<file path="src/rtl/ahl_pkg.sv">
package ahl_pkg;

    // Controller states; see BRIEF for the transition list.
    typedef enum logic [2:0] {
        ST_IDLE   = 3'd0,
        ST_RUN1   = 3'd1,
        ST_TWO_A  = 3'd2,
        ST_TWO_B  = 3'd3,
        ST_REDO_A = 3'd4,
        ST_REDO_B = 3'd5
    } ahl_state_e;

    // Number of judgement units running in parallel (lenient, strict).
    localparam int AHL_JUDGES = 2;

endpackage

</file>
<file path="src/rtl/ahl_zero_counter.sv">
module ahl_zero_counter #(
    parameter int W  = 16,
    parameter int CW = $clog2(W + 1)
) (
    input  logic [W-1:0]  vec,
    output logic [CW-1:0] zeros
);

    // Combinational popcount of the inverted operand.
    always_comb begin
        zeros = '0;
        for (int i = 0; i < W; i++) begin
            zeros = zeros + CW'(~vec[i]);
        end
    end

endmodule

</file>
<file path="src/rtl/ahl_judge.sv">
module ahl_judge #(
    parameter int CW    = 5,
    parameter int LIMIT = 8
) (
    input  logic [CW-1:0] zeros,
    output logic          one_cycle
);

    // A pattern is short enough for one cycle when its zero count beats LIMIT.
    always_comb begin
        one_cycle = (int'(zeros) > LIMIT);
    end

endmodule

</file>
<file path="src/rtl/ahl_aging_monitor.sv">
module ahl_aging_monitor #(
    parameter int WIN    = 256,
    parameter int ERR_TH = 16
) (
    input  logic clk,
    input  logic rst_n,
    input  logic err_evt,
    input  logic op_done,
    output logic aged
);

    localparam int OCW = (WIN > 1) ? $clog2(WIN) : 1;
    localparam int ECW = $clog2(ERR_TH + 2);

    logic [OCW-1:0] op_cnt;
    logic [ECW-1:0] err_cnt;
    logic           win_last;

    always_comb begin
        win_last = op_done && (op_cnt == OCW'(WIN - 1));
    end

    always_ff @(posedge clk or negedge rst_n) begin
        if (!rst_n) begin
            op_cnt  <= '0;
            err_cnt <= '0;
            aged    <= 1'b0;
        end else begin
            if (op_done) begin
                op_cnt <= win_last ? '0 : op_cnt + OCW'(1);
            end
            // A window close and an error report never share a cycle:
            // errors are only reported in a cycle without done.
            if (win_last) begin
                err_cnt <= '0;
            end else if (err_evt && !aged) begin
                err_cnt <= err_cnt + ECW'(1);
            end
            if (err_evt && (err_cnt == ECW'(ERR_TH))) begin
                aged <= 1'b1;
            end
        end
    end

endmodule

</file>
<file path="src/rtl/ahl_latency_ctrl.sv">
module ahl_latency_ctrl
    import ahl_pkg::*;
#(
    parameter int W        = 16,
    parameter int N        = W / 2,
    parameter int WIN      = 256,
    parameter int ERR_TH   = 16,
    parameter bit WATCH_MR = 1'b1
) (
    input  logic         clk,
    input  logic         rst_n,
    input  logic         op_valid,
    input  logic [W-1:0] op_md,
    input  logic [W-1:0] op_mr,
    input  logic         err_in,
    output logic         not_gating,
    output logic         busy,
    output logic         done,
    output logic         aged
);

    localparam int CW = $clog2(W + 1);

    logic [W-1:0]            watched;
    logic [CW-1:0]           zeros;
    logic [AHL_JUDGES-1:0]   verdict;
    logic                    judge_sel;
    ahl_state_e              state_q, state_d;
    logic                    ng_q, ng_d;
    logic                    redo_req;
    logic                    accept;
    logic                    hold_req;

    // Watched operand selection.
    assign watched = WATCH_MR ? op_mr : op_md;

    ahl_zero_counter #(.W(W), .CW(CW)) u_zc (
        .vec   (watched),
        .zeros (zeros)
    );

    // Lenient unit (g=0) and strict unit (g=1).
    for (genvar g = 0; g < AHL_JUDGES; g++) begin : g_judge
        ahl_judge #(.CW(CW), .LIMIT(N + g)) u_j (
            .zeros     (zeros),
            .one_cycle (verdict[g])
        );
    end

    assign judge_sel = aged ? verdict[1] : verdict[0];

    ahl_aging_monitor #(.WIN(WIN), .ERR_TH(ERR_TH)) u_age (
        .clk     (clk),
        .rst_n   (rst_n),
        .err_evt (redo_req),
        .op_done (done),
        .aged    (aged)
    );

    // State register and hold flop.
    always_ff @(posedge clk or negedge rst_n) begin
        if (!rst_n) begin
            state_q <= ST_IDLE;
            ng_q    <= 1'b1;
        end else begin
            state_q <= state_d;
            ng_q    <= ng_d;
        end
    end

    // Outputs and handshake.
    always_comb begin
        redo_req   = (state_q == ST_RUN1) && err_in;
        not_gating = ng_q && !redo_req;
        accept     = op_valid && not_gating;
        busy       = (state_q != ST_IDLE);
        unique case (state_q)
            ST_RUN1:   done = !err_in;
            ST_TWO_B:  done = 1'b1;
            ST_REDO_B: done = 1'b1;
            default:   done = 1'b0;
        endcase
        // Hold flop: judgement ORed with the inverted flop output.
        hold_req = accept && !judge_sel;
        ng_d     = !redo_req && (!hold_req || !ng_q);
    end

    // Next state.
    always_comb begin
        state_d = state_q;
        unique case (state_q)
            ST_IDLE, ST_TWO_B, ST_REDO_B: begin
                if (accept) state_d = judge_sel ? ST_RUN1 : ST_TWO_A;
                else        state_d = ST_IDLE;
            end
            ST_RUN1: begin
                if (err_in)      state_d = ST_REDO_A;
                else if (accept) state_d = judge_sel ? ST_RUN1 : ST_TWO_A;
                else             state_d = ST_IDLE;
            end
            ST_TWO_A:  state_d = ST_TWO_B;
            ST_REDO_A: state_d = ST_REDO_B;
            default:   state_d = ST_IDLE;
        endcase
    end

endmodule

</file>
<file path="config.mk">
export PLATFORM = sky130hd
export DESIGN_NAME = ahl_latency_ctrl
export DESIGN_NICKNAME = d
export VERILOG_FILES = /design/src/rtl/ahl_pkg.sv /design/src/rtl/ahl_zero_counter.sv /design/src/rtl/ahl_judge.sv /design/src/rtl/ahl_aging_monitor.sv /design/src/rtl/ahl_latency_ctrl.sv
export SDC_FILE = /design/constraint.sdc
export NUM_CORES = 1
export LEC_CHECK = 0
export BUFFER_PORTS_ARGS = -buffer_cell sky130_fd_sc_hd__buf_2
export CAP_MARGIN = 20
export CORE_MARGIN = 10
export CORE_UTILIZATION = 54
export DETAILED_ROUTE_END_ITERATION = 8
export PLACE_DENSITY_LB_ADDON = 0.08
export SLEW_MARGIN = 25
export SYNTH_ARGS = -nofsm -noshare
export SYNTH_HDL_FRONTEND = slang
export SYNTH_SLANG_ARGS = --single-unit
</file>
<file path="constraint.sdc">
create_clock -name clk -period 5.5 [get_ports clk]
set_clock_uncertainty 0.1 [all_clocks]
set_input_delay 0.275 -clock clk [delete_from_list [all_inputs] [get_ports clk]]
set_output_delay 0.275 -clock clk [all_outputs]
set_load 0.03 [all_outputs]
</file>
==> run_results.csv <==
group,metric,value,unit
run_status,outcome,"finished, final reports clean",
placed_design,dpl.cell_count,182,
grt,antenna_found_initial,0,
logic_synthesis,seq_area_frac_synth,34.8,%
sta,min_period,4210,ps
placed_design,post-dp-hpwl,2120,microns
detailed_routing,routedWlPerCell,13.7,microns
detailed_routing,drt_iter0_drc,38,
cts,cts-root-buf,"clkbuf_4",
critical_path,cpMostUsedCell,"fa_1",
pwr,power_density,476,mW/mm^2
detailed_routing,ant_nets,0,
detailed_routing,vias_per_cell,5.19,
sta,setup_viol,0,
logic_synthesis,synth_seq_cells,18,
sta,max-slew-margin-rel,35.1,%
critical_path,startpoint,"op_mr[0]",
die,core,0.00225,sq mm
cts,path_clk_slew,100,ps
cts,clock_path_buffers,2,
placed_design,gp_congestion,0.758,
grt,grt_max_degree,19,
detailed_routing,via_count,971,
die,die-area,0.00476,sq mm
sta,setup_tns,0,ps
critical_path,r2r_slack,3480,ps
critical_path,path_cells,"buf_2, fa_1, inv_1, fa_1, fa_1, fa_1, ha_1, inv_1, fa_1, nand3_1, maj3_1, o211a_1, a2111oi_2, a21o_1",
critical_path,rr_startpoint,"state_q[2]",
hold_path,whs_endpoint,"state_q[0]",
layout,drive_gt1_share,19.5,%
pwr,p_leak,0.746,nW
sta,finalCritPeriodShare,76.6,%
sta,hold_slack,177,ps
layout,final_common_cell,"buf_2",
grt,grt_pass1_wl,4460,microns
logic_synthesis,synth.distinct_cells,33,
sta,slew_viol_final,0,
cts,h-tree-depth,1,
layout,antenna_cells,0,
logic_synthesis,ys_warn_count,0,
layout,instances_no_fill,187,
critical_path,crit_family,"adder cells",
logic_synthesis,synth_nets,188,
placed_design,portBuffers,23,
layout,area_growth,13.8,%
critical_path,path_buf_inv,3,
sta,worstMarginPinSlew,965,ps
critical_path,start_kind,"input port",
logic_synthesis,syn_avg_cell_area,9.67,sq um
logic_synthesis,synthCells,134,
hold_path,whs_path_depth,3,
layout,mostFrequentLayoutCells,"buf_2 (23), inv_1 (22), dfrtp_1 (17)",
pwr,peakVddDrop,0.284,mV
layout,finish.net_count,214,
detailed_routing,drc_errors,0,
sta,rsz0062_at_grt,"false",
sta,fmax,237,MHz
die,num_rows,17,
critical_path,cp_slowest_cell,"fa_1",
detailed_routing,wl,2560,microns
grt,gr-usage-all-layers,12.3,%
detailed_routing,firstDrtPassIters,6,
grt,gr-total-overflow,0,
die,die_w,69.0,microns
die,initial_core_util,57.5,%
logic_synthesis,syn_area,0.00130,sq mm
critical_path,r2r_cells,4,
hold_path,hp-start,"op_valid",
run,maxCapViolations,0,
critical_path,criticalPathCategory,"in -> reg",
cts,clk_latency,300,ps
layout,utilization,65.4,%
critical_path,crit_fanout,4,
die,fp.dieH,69.0,microns
critical_path,end_kind,"flop",
critical_path,critPathArrivalTime,4360,ps
critical_path,critPathRequiredTime,5650,ps
sta,setup_slack,1290,ps
critical_path,cpPeakStageDelay,550,ps
critical_path,r2r-end,"u_age.err_cnt[3]",
die,pin_count,40,
cts,cts_tree,"built",
grt,grt_pass1_vias,1030,
placed_design,pre_cts_ws,961,ps
cts,cts_made_buffers,3,
cts,cts_setup_buffers,0,
hold_path,hp-class,"in -> reg",
sta,hold_violations,0,
cts,clock-sinks,18,
## report_power, final
part           internal (mW)  leakage, nW  switching, mW
Clock                 0.0404       0.0210         0.0418
Sequential             0.184        0.229         0.0634
Combinational          0.164        0.496          0.209
Total                  0.388        0.746          0.314
## metal layers
metal,up-vias,global-route usage (%),wire length [microns]
met5,-,0,0
met1,454,13.3,1100
met2,17,22.3,1280
met4,0,4.19,40
li1,494,-,-
met3,6,3.54,136
## synthesized netlist by cell type, drive strengths merged
cell	count	area share (%)
dfrtp	17	33
xnor2	4	2.7
mux2	2	1.7
a21o	1	0.58
nor4	1	0.48
o21ai	3	1.2
a21boi	1	0.58
nand2	9	2.6
dfstp	1	2.0
ha	8	7.7
nand4	5	2.4
or3	3	1.4
a2111oi	1	1.2
nor2	16	4.6
a221oi	1	0.68
mux2i	2	1.5
a21oi	5	1.9
fa	10	15
nand4b	1	0.68
nor3	2	0.77
inv	22	6.4
nand2b	1	0.48
a41o	1	0.77
and3	1	0.48
nor2b	1	0.48
buf	3	1.4
xor2	4	2.7
maj3	1	0.77
nand3	4	1.5
or2b	1	0.58
o31ai	1	0.58
o211a	1	0.77
## cell families after synthesis
logic type,synth area share [%]
and+or+nand+nor,16.6
xor gates and xnor gates,5.40
adders and majority gates,23.9
DFF,34.8
AOI/OAI and AO/OA,8.20
buffers and inverters,7.72
muxes,3.28
## registers in the layout (all words and copies together) (netlist names)
| signal | count |
|---|---|
| u_age.aged | 1 |
| state_q | 3 |
| u_age.op_cnt | 8 |
| u_age.err_cnt | 5 |
| ng_q | 1 |
## cell type report
| type | count | area (sq um) |
|---|---|---|
| Tap cell | 28 | 35.0 |
| Sequential cell | 18 | 452 |
| Fill cell | 194 | 779 |
| Inverter | 22 | 82.6 |
| Multi-Input combinational cell | 91 | 744 |
| Clock buffer | 4 | 36.3 |
| Timing Repair Buffer | 24 | 125 |
## tightest hold or removal path, cell delays in order
cell      delay [ps]
buf_2            110
nand3_1           80
a221oi_1          70
## worst max-delay path by stage
stage	endpoint	slack (ps)	cells after the start
after floorplan	state_q[1]	1250	13
after global placement	state_q[1]	1000	14
after detailed placement	state_q[1]	960	14
after CTS	state_q[1]	1270	14
after global routing	state_q[1]	1140	14
final	state_q[1]	1290	14
## per-stage QoR
stage,cell area [sq um],power [mW]
after floorplan,1300,0.532
after global placement,1430,0.594
after detailed placement,1430,0.621
after CTS,1480,0.708
after global routing,1480,0.776
final,1480,0.702
## timing repair
action / in CTS / in global routing
hold endpoints to repair: 17 / 0
hold buffers: 1 / 0
gates resized for setup: 0 / 0
(Power assumes the default switching activity.)
